### config.mk
export PLATFORM = sky130hd
export DESIGN_NAME = banked_gpio
export DESIGN_NICKNAME = d
export VERILOG_FILES = /design/src/rtl/gpio_map_pkg.sv /design/src/rtl/gpio_bank.sv /design/src/rtl/gpio_pend.sv /design/src/rtl/banked_gpio.sv
export SDC_FILE = /design/constraint.sdc
export NUM_CORES = 1
export LEC_CHECK = 0
export BUFFER_PORTS_ARGS = -buffer_cell sky130_fd_sc_hd__buf_2
export CORE_ASPECT_RATIO = 0.6
export CORE_MARGIN = 3
export CORE_UTILIZATION = 48
export CTS_CLUSTER_SIZE = 12
export DETAILED_ROUTE_END_ITERATION = 10
export GPL_TIMING_DRIVEN = 0
export PLACE_DENSITY = 0.81
export SYNTH_ARGS = -nofsm -noshare
export SYNTH_HDL_FRONTEND = slang
export SYNTH_SLANG_ARGS = --single-unit
### constraint.sdc
create_clock -name clk -period 1.67 [get_ports clk]
set_input_delay 0 -clock clk [delete_from_list [all_inputs] [get_ports clk]]
set_output_delay 0 -clock clk [all_outputs]
set_load 0.05 [all_outputs]
### src/rtl/gpio_map_pkg.sv
package gpio_map_pkg;
   localparam int unsigned MAP_W      = 9;
   localparam int unsigned OFS_VAL_A  = 'h000;
   localparam int unsigned OFS_DIR_A  = 'h004;
   localparam int unsigned OFS_VAL_B  = 'h008;
   localparam int unsigned OFS_DIR_B  = 'h00C;
   localparam int unsigned OFS_MASTER = 'h11C;
   localparam int unsigned OFS_PEND   = 'h120;
   localparam int unsigned OFS_ENA    = 'h128;
   localparam int unsigned MASTER_BIT = 31;
   localparam int unsigned BUS_W      = 32;
endpackage

### src/rtl/gpio_bank.sv
module gpio_bank #(
   parameter int unsigned   W         = 32,
   parameter logic [W-1:0]  DOUT_INIT = '0
) (
   input  logic         clk,
   input  logic         rst_n,
   input  logic         wr_val,
   input  logic         wr_dir,
   input  logic [W-1:0] wdata,
   input  logic [W-1:0] pin_in,
   output logic [W-1:0] pin_out,
   output logic [W-1:0] pin_oe,
   output logic [W-1:0] level,
   output logic [W-1:0] dir,
   output logic         change
);
   logic [W-1:0] val_q, dir_q, meta_q, sync_q, hist_q;

   always_ff @(posedge clk or negedge rst_n) begin
      if (!rst_n) begin
         val_q  <= DOUT_INIT;
         dir_q  <= '1;
         meta_q <= '0;
         sync_q <= '0;
         hist_q <= '0;
      end else begin
         if (wr_val) val_q <= wdata;
         if (wr_dir) dir_q <= wdata;
         meta_q <= pin_in;
         sync_q <= meta_q;
         hist_q <= sync_q;
      end
   end

   assign pin_out = val_q;
   assign pin_oe  = ~dir_q;
   assign level   = sync_q;
   assign dir     = dir_q;
   assign change  = |((sync_q ^ hist_q) & dir_q);

   // reset leaves every pin an input with the default value
   assert_reset_state_R1: assert property (@(posedge clk) disable iff (!rst_n)
      !$past(rst_n) |-> (pin_oe == '0) && (pin_out == DOUT_INIT));
   // enables move only on a direction write
   assert_oe_hold_R2: assert property (@(posedge clk) disable iff (!rst_n)
      !wr_dir |=> $stable(pin_oe));
endmodule

### src/rtl/gpio_pend.sv
module gpio_pend #(
   parameter int unsigned NCH = 2
) (
   input  logic           clk,
   input  logic           rst_n,
   input  logic [NCH-1:0] change,
   input  logic           wr_pend,
   input  logic           wr_ena,
   input  logic           wr_master,
   input  logic [NCH-1:0] wbits,
   input  logic           wmaster,
   output logic [NCH-1:0] pend,
   output logic [NCH-1:0] ena,
   output logic           master,
   output logic           irq
);
   logic [NCH-1:0] pend_q, ena_q, clr;
   logic           master_q;

   assign clr = wr_pend ? wbits : '0;

   always_ff @(posedge clk or negedge rst_n) begin
      if (!rst_n) begin
         pend_q   <= '0;
         ena_q    <= '0;
         master_q <= 1'b0;
      end else begin
         pend_q <= (pend_q & ~clr) | change;
         if (wr_ena)    ena_q    <= wbits;
         if (wr_master) master_q <= wmaster;
      end
   end

   assign pend   = pend_q;
   assign ena    = ena_q;
   assign master = master_q;
   assign irq    = master_q & |(pend_q & ena_q);

   for (genvar i = 0; i < NCH; i++) begin : g_chk
      // a detected change sets the bank bit on the next edge
      assert_set_on_change_R5: assert property (@(posedge clk) disable iff (!rst_n)
         change[i] |=> pend_q[i]);
      // a bit not written with 1 holds
      assert_pend_hold_R7: assert property (@(posedge clk) disable iff (!rst_n)
         pend_q[i] && !clr[i] |=> pend_q[i]);
      // a write of 1 with no change clears
      assert_pend_clear_R7: assert property (@(posedge clk) disable iff (!rst_n)
         clr[i] && !change[i] |=> !pend_q[i]);
   end
   // master enable gates the line
   assert_irq_gate_R9: assert property (@(posedge clk) disable iff (!rst_n)
      !master_q |-> !irq);
endmodule

### src/rtl/banked_gpio.sv
module banked_gpio
   import gpio_map_pkg::*;
#(
   parameter int unsigned         ADDR_W      = 9,
   parameter int unsigned         WIDTH_A     = 32,
   parameter int unsigned         WIDTH_B     = 32,
   parameter bit                  DUAL        = 1'b1,
   parameter logic [WIDTH_A-1:0]  DOUT_INIT_A = '0,
   parameter logic [WIDTH_B-1:0]  DOUT_INIT_B = '0
) (
   input  logic               clk,
   input  logic               rst_n,
   input  logic [ADDR_W-1:0]  reg_addr,
   input  logic               reg_we,
   input  logic [31:0]        reg_wdata,
   output logic [31:0]        reg_rdata,
   input  logic [WIDTH_A-1:0] pin_in_a,
   output logic [WIDTH_A-1:0] pin_out_a,
   output logic [WIDTH_A-1:0] pin_oe_a,
   input  logic [WIDTH_B-1:0] pin_in_b,
   output logic [WIDTH_B-1:0] pin_out_b,
   output logic [WIDTH_B-1:0] pin_oe_b,
   output logic               irq
);
   localparam int unsigned NCH = DUAL ? 2 : 1;

   if (WIDTH_A < 1 || WIDTH_A > BUS_W) begin : g_bad_wa
      $error("WIDTH_A must be 1..32");
   end
   if (WIDTH_B < 1 || WIDTH_B > BUS_W) begin : g_bad_wb
      $error("WIDTH_B must be 1..32");
   end
   if (ADDR_W < MAP_W) begin : g_bad_aw
      $error("ADDR_W too small for the register map");
   end

   logic hit_val_a, hit_dir_a, hit_val_b, hit_dir_b, hit_master, hit_pend, hit_ena;
   assign hit_val_a  = reg_addr == ADDR_W'(OFS_VAL_A);
   assign hit_dir_a  = reg_addr == ADDR_W'(OFS_DIR_A);
   assign hit_val_b  = DUAL && (reg_addr == ADDR_W'(OFS_VAL_B));
   assign hit_dir_b  = DUAL && (reg_addr == ADDR_W'(OFS_DIR_B));
   assign hit_master = reg_addr == ADDR_W'(OFS_MASTER);
   assign hit_pend   = reg_addr == ADDR_W'(OFS_PEND);
   assign hit_ena    = reg_addr == ADDR_W'(OFS_ENA);

   logic [WIDTH_A-1:0] level_a, dir_a;
   logic [WIDTH_B-1:0] level_b, dir_b;
   logic [NCH-1:0]     change, pend, ena;
   logic               master;

   gpio_bank #(.W(WIDTH_A), .DOUT_INIT(DOUT_INIT_A)) u_bank_a (
      .clk(clk), .rst_n(rst_n),
      .wr_val(reg_we && hit_val_a), .wr_dir(reg_we && hit_dir_a),
      .wdata(reg_wdata[WIDTH_A-1:0]), .pin_in(pin_in_a),
      .pin_out(pin_out_a), .pin_oe(pin_oe_a),
      .level(level_a), .dir(dir_a), .change(change[0]));

   if (DUAL) begin : g_bank_b
      gpio_bank #(.W(WIDTH_B), .DOUT_INIT(DOUT_INIT_B)) u_bank_b (
         .clk(clk), .rst_n(rst_n),
         .wr_val(reg_we && hit_val_b), .wr_dir(reg_we && hit_dir_b),
         .wdata(reg_wdata[WIDTH_B-1:0]), .pin_in(pin_in_b),
         .pin_out(pin_out_b), .pin_oe(pin_oe_b),
         .level(level_b), .dir(dir_b), .change(change[NCH-1]));
   end else begin : g_no_b
      assign pin_out_b = '0;
      assign pin_oe_b  = '0;
      assign level_b   = '0;
      assign dir_b     = '0;
   end

   gpio_pend #(.NCH(NCH)) u_pend (
      .clk(clk), .rst_n(rst_n), .change(change),
      .wr_pend(reg_we && hit_pend), .wr_ena(reg_we && hit_ena),
      .wr_master(reg_we && hit_master),
      .wbits(reg_wdata[NCH-1:0]), .wmaster(reg_wdata[MASTER_BIT]),
      .pend(pend), .ena(ena), .master(master), .irq(irq));

   always_comb begin
      reg_rdata = '0;
      if (hit_val_a)  reg_rdata = 32'(level_a);
      if (hit_dir_a)  reg_rdata = 32'(dir_a);
      if (hit_val_b)  reg_rdata = 32'(level_b);
      if (hit_dir_b)  reg_rdata = 32'(dir_b);
      if (hit_master) reg_rdata[MASTER_BIT] = master;
      if (hit_pend)   reg_rdata = 32'(pend);
      if (hit_ena)    reg_rdata = 32'(ena);
   end
endmodule

==> flow_summary.html, run 1 <==
<table>
<tr><th>Metric</th><th>Value</th></tr>
<tr><th colspan="2">Outcome</th></tr>
<tr><td>Status</td><td>complete, but fails checks</td></tr>
<tr><td>Violations in the final reports</td><td>hold timing, setup timing</td></tr>
<tr><th colspan="2">Setup path</th></tr>
<tr><td>Flop2flop setup slack</td><td>-0.37 ns</td></tr>
<tr><td>Critical-path maximum fanout</td><td>2</td></tr>
<tr><td>Number of buffer and inverter stages on the critical path</td><td>0</td></tr>
<tr><td>Crit. End Element</td><td>flip-flop</td></tr>
<tr><td>Largest delay share family, worst path</td><td>simple AND/OR/NAND/NOR gates</td></tr>
<tr><td>Category of the most critical setup path</td><td>reg2reg</td></tr>
<tr><td>Critical path data arrival time</td><td>approximately 2.5 ns</td></tr>
<tr><td>Worst path required time</td><td>2.09 ns</td></tr>
<tr><td>Category of the worst setup path launch point</td><td>flip-flop</td></tr>
<tr><td>Max stage delay on crit path</td><td>approximately 0.53 ns</td></tr>
<tr><td>Standard cell with the maximum stage delay on the critical path</td><td>sky130_fd_sc_hd__or4_1</td></tr>
<tr><td>Sequence of cells on the critical path</td><td>xnor2_2, o22ai_2, nor4_4, nand3_2, or4_1</td></tr>
<tr><th colspan="2">Floorplan</th></tr>
<tr><td>Number of I/O pins</td><td>269</td></tr>
<tr><td>DIE HEIGHT</td><td>about 130 µm</td></tr>
<tr><td>Die ar.</td><td>0.0271 mm²</td></tr>
<tr><td>Initial Utilization</td><td>a little under 50%</td></tr>
<tr><td>Core Box Area</td><td>0.0244 mm²</td></tr>
<tr><td>Count of standard-cell rows</td><td>44</td></tr>
<tr><td>Die X-Extent</td><td>~210 µm</td></tr>
<tr><th colspan="2">Synthesis</th></tr>
<tr><td>Share of Yosys cell area claimed by the top area cell type</td><td>a little over half</td></tr>
<tr><td>Yosys warning count</td><td>0</td></tr>
<tr><td>Biggest area contributors in the synthesized netlist</td><td>sky130_fd_sc_hd__dfrtp_1 54%, sky130_fd_sc_hd__dfstp_2 14%, sky130_fd_sc_hd__mux2_2 12%</td></tr>
<tr><td>Synthesis-stage register bit count</td><td>around 330</td></tr>
<tr><td>Dominant cell type by area after synthesis</td><td>sky130_fd_sc_hd__dfrtp_1</td></tr>
<tr><td>Portion of the post-synthesis area used by sequential elements</td><td>68.1%</td></tr>
<tr><td>Total standard cell area after synthesis</td><td>between 0.01 and 0.015 mm²</td></tr>
<tr><td>Avg Synthesized Cell Area</td><td>around 16 µm²</td></tr>
<tr><td>Count of mapped cells out of synthesis</td><td>around 740</td></tr>
<tr><td>Count of unique library cells instantiated by Yosys</td><td>36</td></tr>
<tr><td>Net Count, Synth</td><td>between 800 and 900</td></tr>
<tr><th colspan="2">Timing</th></tr>
<tr><td>Slew HR</td><td>56.3%</td></tr>
<tr><td>Worst Max-Slew Pin Slew</td><td>~0.66 ns</td></tr>
<tr><td>Final number of setup-violating endpoints</td><td>76</td></tr>
<tr><td>Hold slack</td><td>-0.0153 ns</td></tr>
<tr><td>Setup repair after global routing missed its margin</td><td>true</td></tr>
<tr><td>Final worst slack</td><td>-0.373 ns</td></tr>
<tr><td>Number of max-slew violations in the final report</td><td>0</td></tr>
<tr><td>Fraction of the cycle the final worst path needs</td><td>122%</td></tr>
<tr><td>Final Hold Fails</td><td>4</td></tr>
<tr><td>Highest achievable clock rate</td><td>between 400 and 500 MHz</td></tr>
<tr><td>Post-layout minimum cycle time</td><td>2.04 ns</td></tr>
<tr><td>Worst clock skew on the final layout</td><td>slightly above 0.01 ns</td></tr>
<tr><th colspan="2">Power and ir drop</th></tr>
<tr><td>Peak supply drop</td><td>roughly 0.00079 V</td></tr>
<tr><td>Overall power after layout</td><td>about 17000 µW</td></tr>
<tr><td>Pleak</td><td>between 0.007 and 0.008 µW</td></tr>
<tr><td>Pwr dens</td><td>approximately 980 mW/mm²</td></tr>
<tr><th colspan="2">Global routing</th></tr>
<tr><td>Number of antenna violations at the first check in global routing</td><td>1</td></tr>
<tr><td>Met2 track demand over resource in global routing</td><td>slightly below 40%</td></tr>
<tr><td>Met3 track demand over resource in global routing</td><td>under 10%</td></tr>
<tr><td>Total global routing track utilization</td><td>between 20% and 30%</td></tr>
<tr><td>Grt met1 use</td><td>38.3%</td></tr>
<tr><td>Remaining global-route overflow</td><td>0</td></tr>
<tr><td>Maximum number of pins on one net before global-route repair</td><td>between 100 and 150</td></tr>
<tr><td>Vias in the first global route</td><td>approximately 8300</td></tr>
<tr><td>First-pass GRT wire length</td><td>between 50000 and 60000 µm</td></tr>
<tr><td>Most heavily used metal layer in global routing</td><td>met2</td></tr>
<tr><th colspan="2">Drt</th></tr>
<tr><td>Drt pass-1 iters</td><td>4</td></tr>
<tr><td>Number of DRC markers in iteration 0</td><td>roughly 550</td></tr>
<tr><td>Number of DRC violations after detailed routing</td><td>0</td></tr>
<tr><td>Total wire length after detailed routing</td><td>approximately 36000 µm</td></tr>
<tr><td>Detailed-route vias per instance</td><td>around 5.2</td></tr>
<tr><td>Number of nets with antenna violations after detailed routing</td><td>0</td></tr>
<tr><td>Via count of the routed design</td><td>approximately 7900</td></tr>
<tr><td>Routed wire per std cell</td><td>23.2 µm</td></tr>
<tr><th colspan="2">Place</th></tr>
<tr><td>Estimated wirelength of the detail-placed design</td><td>roughly 23000 µm</td></tr>
<tr><td>Port bufs</td><td>around 270</td></tr>
<tr><td>Final Wtd Congestion</td><td>roughly 0.81</td></tr>
<tr><td>Worst setup timing slack at the placement stage</td><td>-0.900 ns</td></tr>
<tr><td>Placement Cell Area</td><td>approximately 0.014 mm²</td></tr>
<tr><th colspan="2">Cells and area</th></tr>
<tr><td>Leading cell type in the layout, fill and taps excluded</td><td>sky130_fd_sc_hd__dfrtp_1</td></tr>
<tr><td>Final instance area</td><td>0.0169 mm²</td></tr>
<tr><td>Layout area overhead</td><td>40.2%</td></tr>
<tr><td>Antenna Cells</td><td>0</td></tr>
<tr><td>Nets</td><td>between 1000 and 1500</td></tr>
<tr><td>Fill cell count</td><td>between 1500 and 2000</td></tr>
<tr><td>Most used cells in the layout excluding fill and tap cells</td><td>259 x sky130_fd_sc_hd__dfrtp_1, 235 x sky130_fd_sc_hd__buf_2, 100 x sky130_fd_sc_hd__dlygate4sd3_1</td></tr>
<tr><td>Fraction of final layout cells sized beyond drive strength 1</td><td>about 55%</td></tr>
<tr><td>Sequential standard cell area</td><td>0.00822 mm²</td></tr>
<tr><td>Total area of multi-input combinational cells</td><td>around 0.0038 mm²</td></tr>
<tr><th colspan="2">Clock network</th></tr>
<tr><td>Clock root buffer master</td><td>sky130_fd_sc_hd__clkbuf_16</td></tr>
<tr><td>Clock edge transition at the registers on the reported setup and hold paths</td><td>around 0.07 ns</td></tr>
<tr><td>Clk Latency, worst-skew pair</td><td>about 0.55 ns</td></tr>
<tr><td>Clk sinks</td><td>325</td></tr>
<tr><td>TritonCTS clock tree</td><td>yes</td></tr>
<tr><td>CTS H-Tree Depth</td><td>1</td></tr>
<tr><td>Max Root-Sink Buffers</td><td>3</td></tr>
<tr><td>Number of clock buffers inserted by TritonCTS</td><td>31</td></tr>
<tr><th colspan="2">Hold path</th></tr>
<tr><td>Min-Delay Path Class</td><td>in2async</td></tr>
<tr><th colspan="2">Flow run</th></tr>
<tr><td>Count of max-cap constraint violations</td><td>0</td></tr>
</table>
cells by family (layout without fill, tap and decap cells):
group / count (synthesis) / count (layout) / synth area share, %
mux: 165 / 165 / 18.4
xor+xnor: 64 / 64 / 4.65
buf+inv: 87 / 555 / 3.32
flops: 325 / 325 / 68.1
simple gates: 59 / 59 / 3.27
compound gates: 38 / 38 / 2.25
layout make-up:
class	instances	share of cell area, %
Sequential cell	325	48.6
Multi-Input combinational cell	326	22.4
Timing Repair Buffer	412	18.1
Clock buffer	55	5.24
Tap cell	322	2.38
Buffer	23	1.64
Inverter	64	1.51
Clock inverter	1	0.178
stage by stage:
step | utilization (%) | TNS [ns] | instances
finish | 69.2 | -4.01 | 1528
global route | 69.2 | -6.22 | 1528
CTS | 67.5 | -3.57 | 1516
detailed placement | 56.8 | -88.55 | 1330
global placement | 56.5 | -1662.10 | 1328
floorplan | - | -16.23 | 738
Yosys cell counts:
library cell and count:
sky130_fd_sc_hd__a21boi_1 2, sky130_fd_sc_hd__a221oi_1 4, sky130_fd_sc_hd__a22o_1 1, sky130_fd_sc_hd__a22oi_1 17, sky130_fd_sc_hd__and2_1 29, sky130_fd_sc_hd__buf_1 3
sky130_fd_sc_hd__buf_2 5, sky130_fd_sc_hd__buf_6 9, sky130_fd_sc_hd__clkbuf_1 6, sky130_fd_sc_hd__dfrtp_1 261, sky130_fd_sc_hd__dfstp_2 64, sky130_fd_sc_hd__inv_1 64
sky130_fd_sc_hd__mux2_1 4, sky130_fd_sc_hd__mux2_2 126, sky130_fd_sc_hd__mux2_4 1, sky130_fd_sc_hd__mux2i_1 2, sky130_fd_sc_hd__mux4_2 32, sky130_fd_sc_hd__nand2_1 5
sky130_fd_sc_hd__nand2_2 1, sky130_fd_sc_hd__nand2b_1 1, sky130_fd_sc_hd__nand3_1 2, sky130_fd_sc_hd__nand4_1 6, sky130_fd_sc_hd__nor2_1 1, sky130_fd_sc_hd__nor2_2 1
sky130_fd_sc_hd__nor2b_1 1, sky130_fd_sc_hd__nor3_1 1, sky130_fd_sc_hd__nor3_4 2, sky130_fd_sc_hd__nor4_1 2, sky130_fd_sc_hd__nor4_2 1, sky130_fd_sc_hd__o21ai_0 2
sky130_fd_sc_hd__o22ai_1 12, sky130_fd_sc_hd__or2_2 1, sky130_fd_sc_hd__or4_1 2, sky130_fd_sc_hd__or4_4 3, sky130_fd_sc_hd__xnor2_1 24, sky130_fd_sc_hd__xor2_1 40
worst reg2reg max path: cells and delay by family (launching register included):
kind,cells,cell delay [ns]
DFF,1,0.44
and+or+nand+nor,3,1.19
xor gates and xnor gates,1,0.16
AOI/OAI and AO/OA,1,0.13
routing by layer:
layer / vias up / routed length, µm
li1: 3426 / -
met5: - / 0
met3: 46 / 2460
met2: 281 / 16200
met1: 4164 / 16300
met4: 0 / 605
final timing paths:
kind / start / to / cells after the start
min in group clk: reg_addr[2] / u_pend.ena[1] / 4
worst min-delay path: rst_n / g_bank_b.u_bank_b.meta_q[2] / 2
max in group asynchronous: rst_n / u_bank_a.level[27] / 3
worst min register to register: u_bank_a.meta_q[16] / u_bank_a.level[16] / 0
worst max-delay path: g_bank_b.u_bank_b.level[18] / u_pend.pend[1] / 5
worst max register to register: g_bank_b.u_bank_b.level[18] / u_pend.pend[1] / 5
power by group:
part	switching, µW	internal [µW]
Combinational	906	678
Clock	2820	3700
Sequential	214	8240
Total	3940	12600
registers in the layout, summed over array words and instances, names as in the netlist:
register,cells
u_bank_a.hist_q,32
u_pend.master,1
g_bank_b.u_bank_b.meta_q,32
u_pend.ena,2
g_bank_b.u_bank_b.dir,32
u_pend.pend,2
g_bank_b.u_bank_b.level,32
g_bank_b.u_bank_b.pin_out,32
g_bank_b.u_bank_b.hist_q,32
u_bank_a.meta_q,32
u_bank_a.dir,32
u_bank_a.level,32
u_bank_a.pin_out,32
repair_timing:
| action | CTS | global route |
|---|---|---|
| endpoints found under the setup margin | 66 | 79 |
| endpoints found under the hold margin | 321 | 0 |
| buffers inserted | 30 | 10 |
| resized for setup | 148 | 66 |
| cloned | 0 | 4 |
| pin swaps | 20 | 13 |
| hold buffers | 100 | 0 |
Power figures use the tool's default switching activity.
==> run 2: changes to the inputs <==
--- a/config.mk
+++ b/config.mk
@@ -7,7 +7,7 @@
 export LEC_CHECK = 0
 export BUFFER_PORTS_ARGS = -buffer_cell sky130_fd_sc_hd__buf_2
 export CORE_ASPECT_RATIO = 0.6
-export CORE_MARGIN = 3
+export CORE_MARGIN = 2
 export CORE_UTILIZATION = 48
 export CTS_CLUSTER_SIZE = 12
 export DETAILED_ROUTE_END_ITERATION = 10
==> flow_summary.html, run 2 (same netlist as run 1, synthesis figures left out) <==
<table>
<tr><th>Metric</th><th>Value</th></tr>
<tr><th colspan="2">Setup path</th></tr>
<tr><td>Sequence of cells on the critical path</td><td>xnor2_1, o22ai_2, nor4_4, nand3_2, or4_1 (was xnor2_2, o22ai_2, nor4_4, nand3_2, or4_1)</td></tr>
<tr><td>Category of the most critical setup path</td><td>reg2reg (unchanged)</td></tr>
<tr><td>Critical-path maximum fanout</td><td>3 (was 2)</td></tr>
<tr><td>Max stage delay on crit path</td><td>0.52 ns (was 0.53 ns)</td></tr>
<tr><td>Critical path data arrival time</td><td>2.49 ns (was 2.47 ns)</td></tr>
<tr><td>Standard cell with the maximum stage delay on the critical path</td><td>sky130_fd_sc_hd__or4_1 (unchanged)</td></tr>
<tr><td>Crit. End Element</td><td>flip-flop (unchanged)</td></tr>
<tr><td>Flop2flop setup slack</td><td>-0.39 ns (was -0.37 ns)</td></tr>
<tr><td>Worst path required time</td><td>2.10 ns (was 2.09 ns)</td></tr>
<tr><td>Category of the worst setup path launch point</td><td>flip-flop (unchanged)</td></tr>
<tr><th colspan="2">Clock network</th></tr>
<tr><td>Number of clock buffers inserted by TritonCTS</td><td>31 (unchanged)</td></tr>
<tr><td>Clock edge transition at the registers on the reported setup and hold paths</td><td>0.06 ns (was 0.07 ns)</td></tr>
<tr><td>Clk Latency, worst-skew pair</td><td>0.57 ns (was 0.55 ns)</td></tr>
<tr><td>Clock root buffer master</td><td>sky130_fd_sc_hd__clkbuf_16 (unchanged)</td></tr>
<tr><td>Max Root-Sink Buffers</td><td>3 (unchanged)</td></tr>
<tr><td>Clk sinks</td><td>325 (unchanged)</td></tr>
<tr><td>CTS H-Tree Depth</td><td>1 (unchanged)</td></tr>
<tr><td>TritonCTS clock tree</td><td>yes (unchanged)</td></tr>
<tr><th colspan="2">Timing</th></tr>
<tr><td>Worst Max-Slew Pin Slew</td><td>0.661 ns (was 0.655 ns)</td></tr>
<tr><td>Final worst slack</td><td>-0.392 ns (was -0.373 ns)</td></tr>
<tr><td>Setup repair after global routing missed its margin</td><td>true (unchanged)</td></tr>
<tr><td>Post-layout minimum cycle time</td><td>2.06 ns (was 2.04 ns)</td></tr>
<tr><td>Highest achievable clock rate</td><td>485 MHz (was 489 MHz)</td></tr>
<tr><td>Slew HR</td><td>56.0% (was 56.3%)</td></tr>
<tr><td>Final number of setup-violating endpoints</td><td>34 (was 76)</td></tr>
<tr><td>Final Hold Fails</td><td>0 (was 4)</td></tr>
<tr><td>Number of max-slew violations in the final report</td><td>0 (unchanged)</td></tr>
<tr><td>Worst clock skew on the final layout</td><td>0.0207 ns (was 0.0102 ns)</td></tr>
<tr><td>Fraction of the cycle the final worst path needs</td><td>123% (was 122%)</td></tr>
<tr><td>Hold slack</td><td>0.0250 ns (was -0.0153 ns)</td></tr>
<tr><th colspan="2">Place</th></tr>
<tr><td>Worst setup timing slack at the placement stage</td><td>-0.928 ns (was -0.900 ns)</td></tr>
<tr><td>Estimated wirelength of the detail-placed design</td><td>23000 µm (was 22800 µm)</td></tr>
<tr><td>Port bufs</td><td>268 (unchanged)</td></tr>
<tr><td>Final Wtd Congestion</td><td>0.835 (was 0.808)</td></tr>
<tr><th colspan="2">Floorplan</th></tr>
<tr><td>Initial Utilization</td><td>49.3% (unchanged)</td></tr>
<tr><td>DIE HEIGHT</td><td>127 µm (was 129 µm)</td></tr>
<tr><td>Core Box Area</td><td>0.0244 mm² (unchanged)</td></tr>
<tr><td>Number of I/O pins</td><td>269 (unchanged)</td></tr>
<tr><td>Die X-Extent</td><td>209 µm (was 211 µm)</td></tr>
<tr><td>Count of standard-cell rows</td><td>44 (unchanged)</td></tr>
<tr><td>Die ar.</td><td>0.0264 mm² (was 0.0271 mm²)</td></tr>
<tr><th colspan="2">Cells and area</th></tr>
<tr><td>Fill cell count</td><td>1613 (was 1569)</td></tr>
<tr><td>Most used cells in the layout excluding fill and tap cells</td><td>255 x sky130_fd_sc_hd__dfrtp_1, 236 x sky130_fd_sc_hd__buf_2, 126 x sky130_fd_sc_hd__mux2_2 (was 259 x sky130_fd_sc_hd__dfrtp_1, 235 x sky130_fd_sc_hd__buf_2, 100 x sky130_fd_sc_hd__dlygate4sd3_1)</td></tr>
<tr><td>Antenna Cells</td><td>0 (unchanged)</td></tr>
<tr><td>Fraction of final layout cells sized beyond drive strength 1</td><td>55.1% (was 54.7%)</td></tr>
<tr><td>Layout area overhead</td><td>37.7% (was 40.2%)</td></tr>
<tr><td>Nets</td><td>1278 (was 1291)</td></tr>
<tr><td>Leading cell type in the layout, fill and taps excluded</td><td>sky130_fd_sc_hd__dfrtp_1 (unchanged)</td></tr>
<tr><th colspan="2">Drt</th></tr>
<tr><td>Number of DRC markers in iteration 0</td><td>514 (was 551)</td></tr>
<tr><td>Total wire length after detailed routing</td><td>35600 µm (was 35500 µm)</td></tr>
<tr><td>Number of nets with antenna violations after detailed routing</td><td>0 (unchanged)</td></tr>
<tr><td>Number of DRC violations after detailed routing</td><td>0 (unchanged)</td></tr>
<tr><td>Detailed-route vias per instance</td><td>5.24 (was 5.18)</td></tr>
<tr><td>Via count of the routed design</td><td>7938 (was 7917)</td></tr>
<tr><td>Drt pass-1 iters</td><td>4 (unchanged)</td></tr>
<tr><td>Routed wire per std cell</td><td>23.5 µm (was 23.2 µm)</td></tr>
<tr><th colspan="2">Global routing</th></tr>
<tr><td>Remaining global-route overflow</td><td>0 (unchanged)</td></tr>
<tr><td>Maximum number of pins on one net before global-route repair</td><td>126 (was 129)</td></tr>
<tr><td>Total global routing track utilization</td><td>27.4% (was 25.6%)</td></tr>
<tr><td>First-pass GRT wire length</td><td>53400 µm (was 51600 µm)</td></tr>
<tr><td>Number of antenna violations at the first check in global routing</td><td>0 (was 1)</td></tr>
<tr><td>Vias in the first global route</td><td>8581 (was 8331)</td></tr>
<tr><th colspan="2">Flow run</th></tr>
<tr><td>Count of max-cap constraint violations</td><td>0 (unchanged)</td></tr>
<tr><th colspan="2">Power and ir drop</th></tr>
<tr><td>Pwr dens</td><td>991 mW/mm² (was 979 mW/mm²)</td></tr>
<tr><td>Peak supply drop</td><td>0.000736 V (was 0.000787 V)</td></tr>
<tr><td>Pleak</td><td>0.00770 µW (was 0.00782 µW)</td></tr>
<tr><th colspan="2">Outcome</th></tr>
<tr><td>Status</td><td>complete, but fails checks (unchanged)</td></tr>
<tr><td>Violations in the final reports</td><td>setup timing (was hold timing, setup timing)</td></tr>
<tr><th colspan="2">Hold path</th></tr>
<tr><td>Min-Delay Path Class</td><td>in2async (unchanged)</td></tr>
</table>
[run 2: final cells by class]
type	instances	area, µm²	area share, %
inverter	64	255	1.54
buffer	23	214	1.29
tap	322	403	2.43
clock inverter	3	18.8	0.113
timing repair buffer	399	2880	17.3
clock buffer	53	878	5.29
sequential	325	8220	49.5
multi-input combinational	326	3740	22.5
[run 2: routing by layer]
layer	GRT usage (%)	share of wire, %	up-vias	wire length [µm]
met4	6.64	2.4	0	843
met5	0	0	-	0
met1	37.0	42	4122	14900
met3	8.62	9.0	60	3200
li1	-	-	3402	-
met2	44.1	47	354	16700
[run 2: worst paths after layout]
check / from / end / cells after the start
setup / recovery: g_bank_b.u_bank_b.level[0] / u_pend.pend[1] / 5
hold / removal: rst_n / u_bank_a.meta_q[15] / 2
setup reg to reg: g_bank_b.u_bank_b.level[0] / u_pend.pend[1] / 5
hold reg to reg: g_bank_b.u_bank_b.meta_q[20] / g_bank_b.u_bank_b.level[20] / 0
max in group asynchronous: rst_n / u_bank_a.level[27] / 3
min in group clk: pin_in_b[21] / g_bank_b.u_bank_b.meta_q[21] / 2
[run 2: timing repair]
action / in CTS / in global routing
hold endpoints to repair: 274 / 0
gates resized for setup: 148 / 34
pin swaps: 19 / 13
hold buffers: 101 / 0
setup buffers: 18 / 10
setup endpoints to repair: 45 / 96
[run 2: critical path, delay by kind of cell, from the launching register on]
family | cells | cell delay (ns)
flip-flops | 1 | 0.40
AND/OR/NAND/NOR | 3 | 1.20
XOR/XNOR | 1 | 0.20
AO/OA/AOI/OAI | 1 | 0.12
[run 2: metrics by stage]
stage,cells,setup TNS (ns),cell area (µm²),util (%),total power [µW]
6_report,1515,-3.83,16600,67.9,16500
5_1_grt,1515,-5.68,16600,67.9,17100
4_1_cts,1505,-4.30,16400,67.1,16500
3_5_place_dp,1330,-86.33,13900,56.8,9840
3_3_place_gp,1328,-1676.49,13800,56.5,9780
2_1_floorplan,738,-16.23,12100,-,9220
[run 2: power by group]
group | switching, µW | internal [µW]
logic | 913 | 663
clock network | 2880 | 3540
registers | 225 | 8240
==> run 3: changes to the inputs <==
--- a/config.mk
+++ b/config.mk
@@ -8,11 +8,11 @@
 export BUFFER_PORTS_ARGS = -buffer_cell sky130_fd_sc_hd__buf_2
 export CORE_ASPECT_RATIO = 0.6
 export CORE_MARGIN = 2
-export CORE_UTILIZATION = 48
+export CORE_UTILIZATION = 40
 export CTS_CLUSTER_SIZE = 12
 export DETAILED_ROUTE_END_ITERATION = 10
 export GPL_TIMING_DRIVEN = 0
-export PLACE_DENSITY = 0.81
+export PLACE_DENSITY = 0.7
 export SYNTH_ARGS = -nofsm -noshare
 export SYNTH_HDL_FRONTEND = slang
 export SYNTH_SLANG_ARGS = --single-unit
==> flow_summary.html, run 3 (same netlist as run 1, synthesis figures left out) <==
<table>
<tr><th>Metric</th><th>Value</th></tr>
<tr><th colspan="2">Outcome</th></tr>
<tr><td>Status</td><td>complete, but fails checks (unchanged)</td></tr>
<tr><td>Violations in the final reports</td><td>setup timing (unchanged)</td></tr>
<tr><th colspan="2">Drt</th></tr>
<tr><td>Number of nets with antenna violations after detailed routing</td><td>0 (unchanged)</td></tr>
<tr><td>Total wire length after detailed routing</td><td>35500 µm (was 35600 µm)</td></tr>
<tr><td>Topmost layer with routed signal wires</td><td>met5 (was met4)</td></tr>
<tr><td>Number of DRC markers in iteration 0</td><td>403 (was 514)</td></tr>
<tr><td>Drt pass-1 iters</td><td>4 (unchanged)</td></tr>
<tr><td>Detailed-route vias per instance</td><td>4.82 (was 5.24)</td></tr>
<tr><td>Met1 Routed Length</td><td>16700 µm (was 14900 µm)</td></tr>
<tr><td>Wire length on met2</td><td>15700 µm (was 16700 µm)</td></tr>
<tr><td>Via count of the routed design</td><td>7768 (was 7938)</td></tr>
<tr><td>Routed wire per std cell</td><td>22.1 µm (was 23.5 µm)</td></tr>
<tr><td>Met3 routed wirelength</td><td>2330 µm (was 3200 µm)</td></tr>
<tr><td>Number of DRC violations after detailed routing</td><td>0 (unchanged)</td></tr>
<tr><th colspan="2">Floorplan</th></tr>
<tr><td>Count of standard-cell rows</td><td>49 (was 44)</td></tr>
<tr><td>Number of I/O pins</td><td>269 (unchanged)</td></tr>
<tr><td>Initial Utilization</td><td>40.5% (was 49.3%)</td></tr>
<tr><td>Core Box Area</td><td>0.0298 mm² (was 0.0244 mm²)</td></tr>
<tr><td>Die ar.</td><td>0.0316 mm² (was 0.0264 mm²)</td></tr>
<tr><td>Die X-Extent</td><td>228 µm (was 209 µm)</td></tr>
<tr><td>DIE HEIGHT</td><td>138 µm (was 127 µm)</td></tr>
<tr><th colspan="2">Power and ir drop</th></tr>
<tr><td>Peak supply drop</td><td>0.000803 V (was 0.000736 V)</td></tr>
<tr><td>Flop pwr share</td><td>48.5% (was 51.4%)</td></tr>
<tr><td>Cell-internal power</td><td>13400 µW (was 12400 µW)</td></tr>
<tr><td>Pleak</td><td>0.00785 µW (was 0.00770 µW)</td></tr>
<tr><td>Switching share of power</td><td>23.4% (was 24.4%)</td></tr>
<tr><td>Clk network pwr share</td><td>42.7% (was 39.0%)</td></tr>
<tr><td>Combinational Power Share</td><td>8.9% (was 9.6%)</td></tr>
<tr><td>Pwr dens</td><td>1020 mW/mm² (was 991 mW/mm²)</td></tr>
<tr><td>Net switching power figure</td><td>4080 µW (was 4020 µW)</td></tr>
<tr><th colspan="2">Global routing</th></tr>
<tr><td>Number of antenna violations at the first check in global routing</td><td>1 (was 0)</td></tr>
<tr><td>Maximum number of pins on one net before global-route repair</td><td>124 (was 126)</td></tr>
<tr><td>Remaining global-route overflow</td><td>0 (unchanged)</td></tr>
<tr><td>First-pass GRT wire length</td><td>53600 µm (was 53400 µm)</td></tr>
<tr><td>Total global routing track utilization</td><td>23.0% (was 27.4%)</td></tr>
<tr><td>Vias in the first global route</td><td>8403 (was 8581)</td></tr>
<tr><th colspan="2">Clock network</th></tr>
<tr><td>Clk Latency, worst-skew pair</td><td>0.51 ns (was 0.57 ns)</td></tr>
<tr><td>Clock root buffer master</td><td>sky130_fd_sc_hd__clkbuf_16 (unchanged)</td></tr>
<tr><td>Clk sinks</td><td>325 (unchanged)</td></tr>
<tr><td>TritonCTS clock tree</td><td>yes (unchanged)</td></tr>
<tr><td>Number of clock buffers inserted by TritonCTS</td><td>34 (was 31)</td></tr>
<tr><td>Clock edge transition at the registers on the reported setup and hold paths</td><td>0.06 ns (about the same)</td></tr>
<tr><td>Max Root-Sink Buffers</td><td>3 (unchanged)</td></tr>
<tr><td>CTS H-Tree Depth</td><td>2 (was 1)</td></tr>
<tr><th colspan="2">Place</th></tr>
<tr><td>Total instance count after detailed placement</td><td>1416 (was 1330)</td></tr>
<tr><td>Port bufs</td><td>268 (unchanged)</td></tr>
<tr><td>Final Wtd Congestion</td><td>0.823 (was 0.835)</td></tr>
<tr><td>Estimated wirelength of the detail-placed design</td><td>24400 µm (was 23000 µm)</td></tr>
<tr><th colspan="2">Timing</th></tr>
<tr><td>Fraction of the cycle the final worst path needs</td><td>115% (was 123%)</td></tr>
<tr><td>Highest achievable clock rate</td><td>520 MHz (was 485 MHz)</td></tr>
<tr><td>Worst clock skew on the final layout</td><td>0.0135 ns (was 0.0207 ns)</td></tr>
<tr><td>Number of max-slew violations in the final report</td><td>0 (unchanged)</td></tr>
<tr><td>Slew HR</td><td>47.7% (was 56.0%)</td></tr>
<tr><td>Final Hold Fails</td><td>0 (unchanged)</td></tr>
<tr><td>Post-layout minimum cycle time</td><td>1.92 ns (was 2.06 ns)</td></tr>
<tr><td>Aggregate negative setup slack</td><td>-1.70 ns (was -3.83 ns)</td></tr>
<tr><td>Setup repair after global routing missed its margin</td><td>true (unchanged)</td></tr>
<tr><td>Final number of setup-violating endpoints</td><td>30 (was 34)</td></tr>
<tr><td>Worst Max-Slew Pin Slew</td><td>0.784 ns (was 0.661 ns)</td></tr>
<tr><td>Final worst slack</td><td>-0.254 ns (was -0.392 ns)</td></tr>
<tr><th colspan="2">Hold path</th></tr>
<tr><td>Min-Delay Path Class</td><td>in2reg (was in2async)</td></tr>
<tr><td>Startpoint of the lowest-slack hold path</td><td>reg_addr[2]</td></tr>
<tr><td>Worst hold path stage count</td><td>4</td></tr>
<tr><td>Hold path endpoint</td><td>u_pend.ena[1]</td></tr>
<tr><th colspan="2">Setup path</th></tr>
<tr><td>Category of the worst setup path launch point</td><td>flip-flop (unchanged)</td></tr>
<tr><td>Reg-to-reg endpoint</td><td>u_pend.pend[0] (was u_pend.pend[1])</td></tr>
<tr><td>Flop2flop setup slack</td><td>-0.25 ns (was -0.39 ns)</td></tr>
<tr><td>Worst flop-to-flop path startpoint</td><td>u_bank_a.level[24] (was g_bank_b.u_bank_b.level[0])</td></tr>
<tr><td>Category of the most critical setup path</td><td>reg2reg (unchanged)</td></tr>
<tr><td>Critical path data arrival time</td><td>2.31 ns (was 2.49 ns)</td></tr>
<tr><td>Reg2reg path depth</td><td>5 (unchanged)</td></tr>
<tr><td>Critical-path maximum fanout</td><td>2 (was 3)</td></tr>
<tr><td>Worst path required time</td><td>2.06 ns (was 2.10 ns)</td></tr>
<tr><td>Crit. End Element</td><td>flip-flop (unchanged)</td></tr>
<tr><th colspan="2">Cells and area</th></tr>
<tr><td>Most used cells in the layout excluding fill and tap cells</td><td>255 x sky130_fd_sc_hd__dfrtp_1, 235 x sky130_fd_sc_hd__buf_2, 101 x sky130_fd_sc_hd__dlygate4sd3_1 (was 255 x sky130_fd_sc_hd__dfrtp_1, 236 x sky130_fd_sc_hd__buf_2, 126 x sky130_fd_sc_hd__mux2_2)</td></tr>
<tr><td>Fraction of final layout cells sized beyond drive strength 1</td><td>54.9% (was 55.1%)</td></tr>
<tr><td>Nets</td><td>1286 (was 1278)</td></tr>
<tr><td>Fill cell count</td><td>2322 (was 1613)</td></tr>
<tr><td>Final cell count without fillers</td><td>1610 (was 1515)</td></tr>
<tr><td>Layout area overhead</td><td>42.0% (was 37.7%)</td></tr>
<tr><td>Leading cell type in the layout, fill and taps excluded</td><td>sky130_fd_sc_hd__dfrtp_1 (unchanged)</td></tr>
<tr><th colspan="2">Flow run</th></tr>
<tr><td>Count of max-cap constraint violations</td><td>0 (unchanged)</td></tr>
</table>
## run 3: power by group through the flow
stage	sequential [µW]	clock, µW	combinational (µW)
after global placement	8580	0	1230
after detailed placement	8590	0	1270
final	8460	7450	1550
after floorplan	8660	0	552
after global routing	8490	7940	1660
after CTS	8460	7620	1550
## run 3: critical path, stage by stage (launching register included)
cell	delay, ns
sky130_fd_sc_hd__dfrtp_2	0.48
sky130_fd_sc_hd__xnor2_2	0.16
sky130_fd_sc_hd__o22ai_2	0.10
sky130_fd_sc_hd__nor4_4	0.43
sky130_fd_sc_hd__nand3_1	0.14
sky130_fd_sc_hd__or4_1	0.49
## run 3: final cells by class
type	instances	area (µm²)	area share, %
inverters	64	255	1.49
flip-flops and latches	325	8220	48.0
clock inverters	5	104	0.606
plain buffers	21	224	1.31
diodes	1	2.50	0.0146
repair buffers	406	3050	17.8
clock buffers	54	977	5.71
well taps	408	510	2.98
multi-input cells	326	3780	22.1
## run 3: timing repair
item                                    in CTS  in global routing
gates resized for setup                    209                 18
setup buffers                               29                  7
hold buffers                               101                  0
endpoints found under the setup margin     124                112
endpoints found under the hold margin      293                  0
pin swaps                                   35                 11
cloned                                       3                  0
## run 3: worst max-delay path by stage
stage / from / to / slack (ns) / cells past startpoint
detailed placement: reg_addr[3] / reg_rdata[21] / -0.88 / 6
global route: u_bank_a.level[24] / u_pend.pend[0] / -0.35 / 5
global placement: rst_n / u_bank_a.meta_q[14] / -5.40 / 1
CTS: u_bank_a.level[24] / u_pend.pend[0] / -0.29 / 5
finish: u_bank_a.level[24] / u_pend.pend[0] / -0.25 / 5
floorplan: reg_addr[7] / g_bank_b.u_bank_b.pin_out[13] / -0.21 / 5
## run 3: metrics by stage
stage          utilization [%]  power (µW)  area, µm²  hold WS, ns  setup WS, ns
4_1_cts                   57.4       17600      17100       0.0198        -0.285
6_report                  57.5       17500      17100       0.0429        -0.254
3_3_place_gp              46.7        9810      13900        0.108         -5.40
5_1_grt                   57.5       18100      17100       0.0485        -0.352
2_1_floorplan                -        9220      12100       -0.296        -0.210
3_5_place_dp              47.0        9860      14000       0.0992        -0.882
## run 3: per-layer routing
layer | vias up | global-route usage (%)
li1 | 3422 | -
met1 | 4040 | 33.5
met2 | 250 | 34.2
met3 | 54 | 6.44
met4 | 2 | 6.19
met5 | - | 0
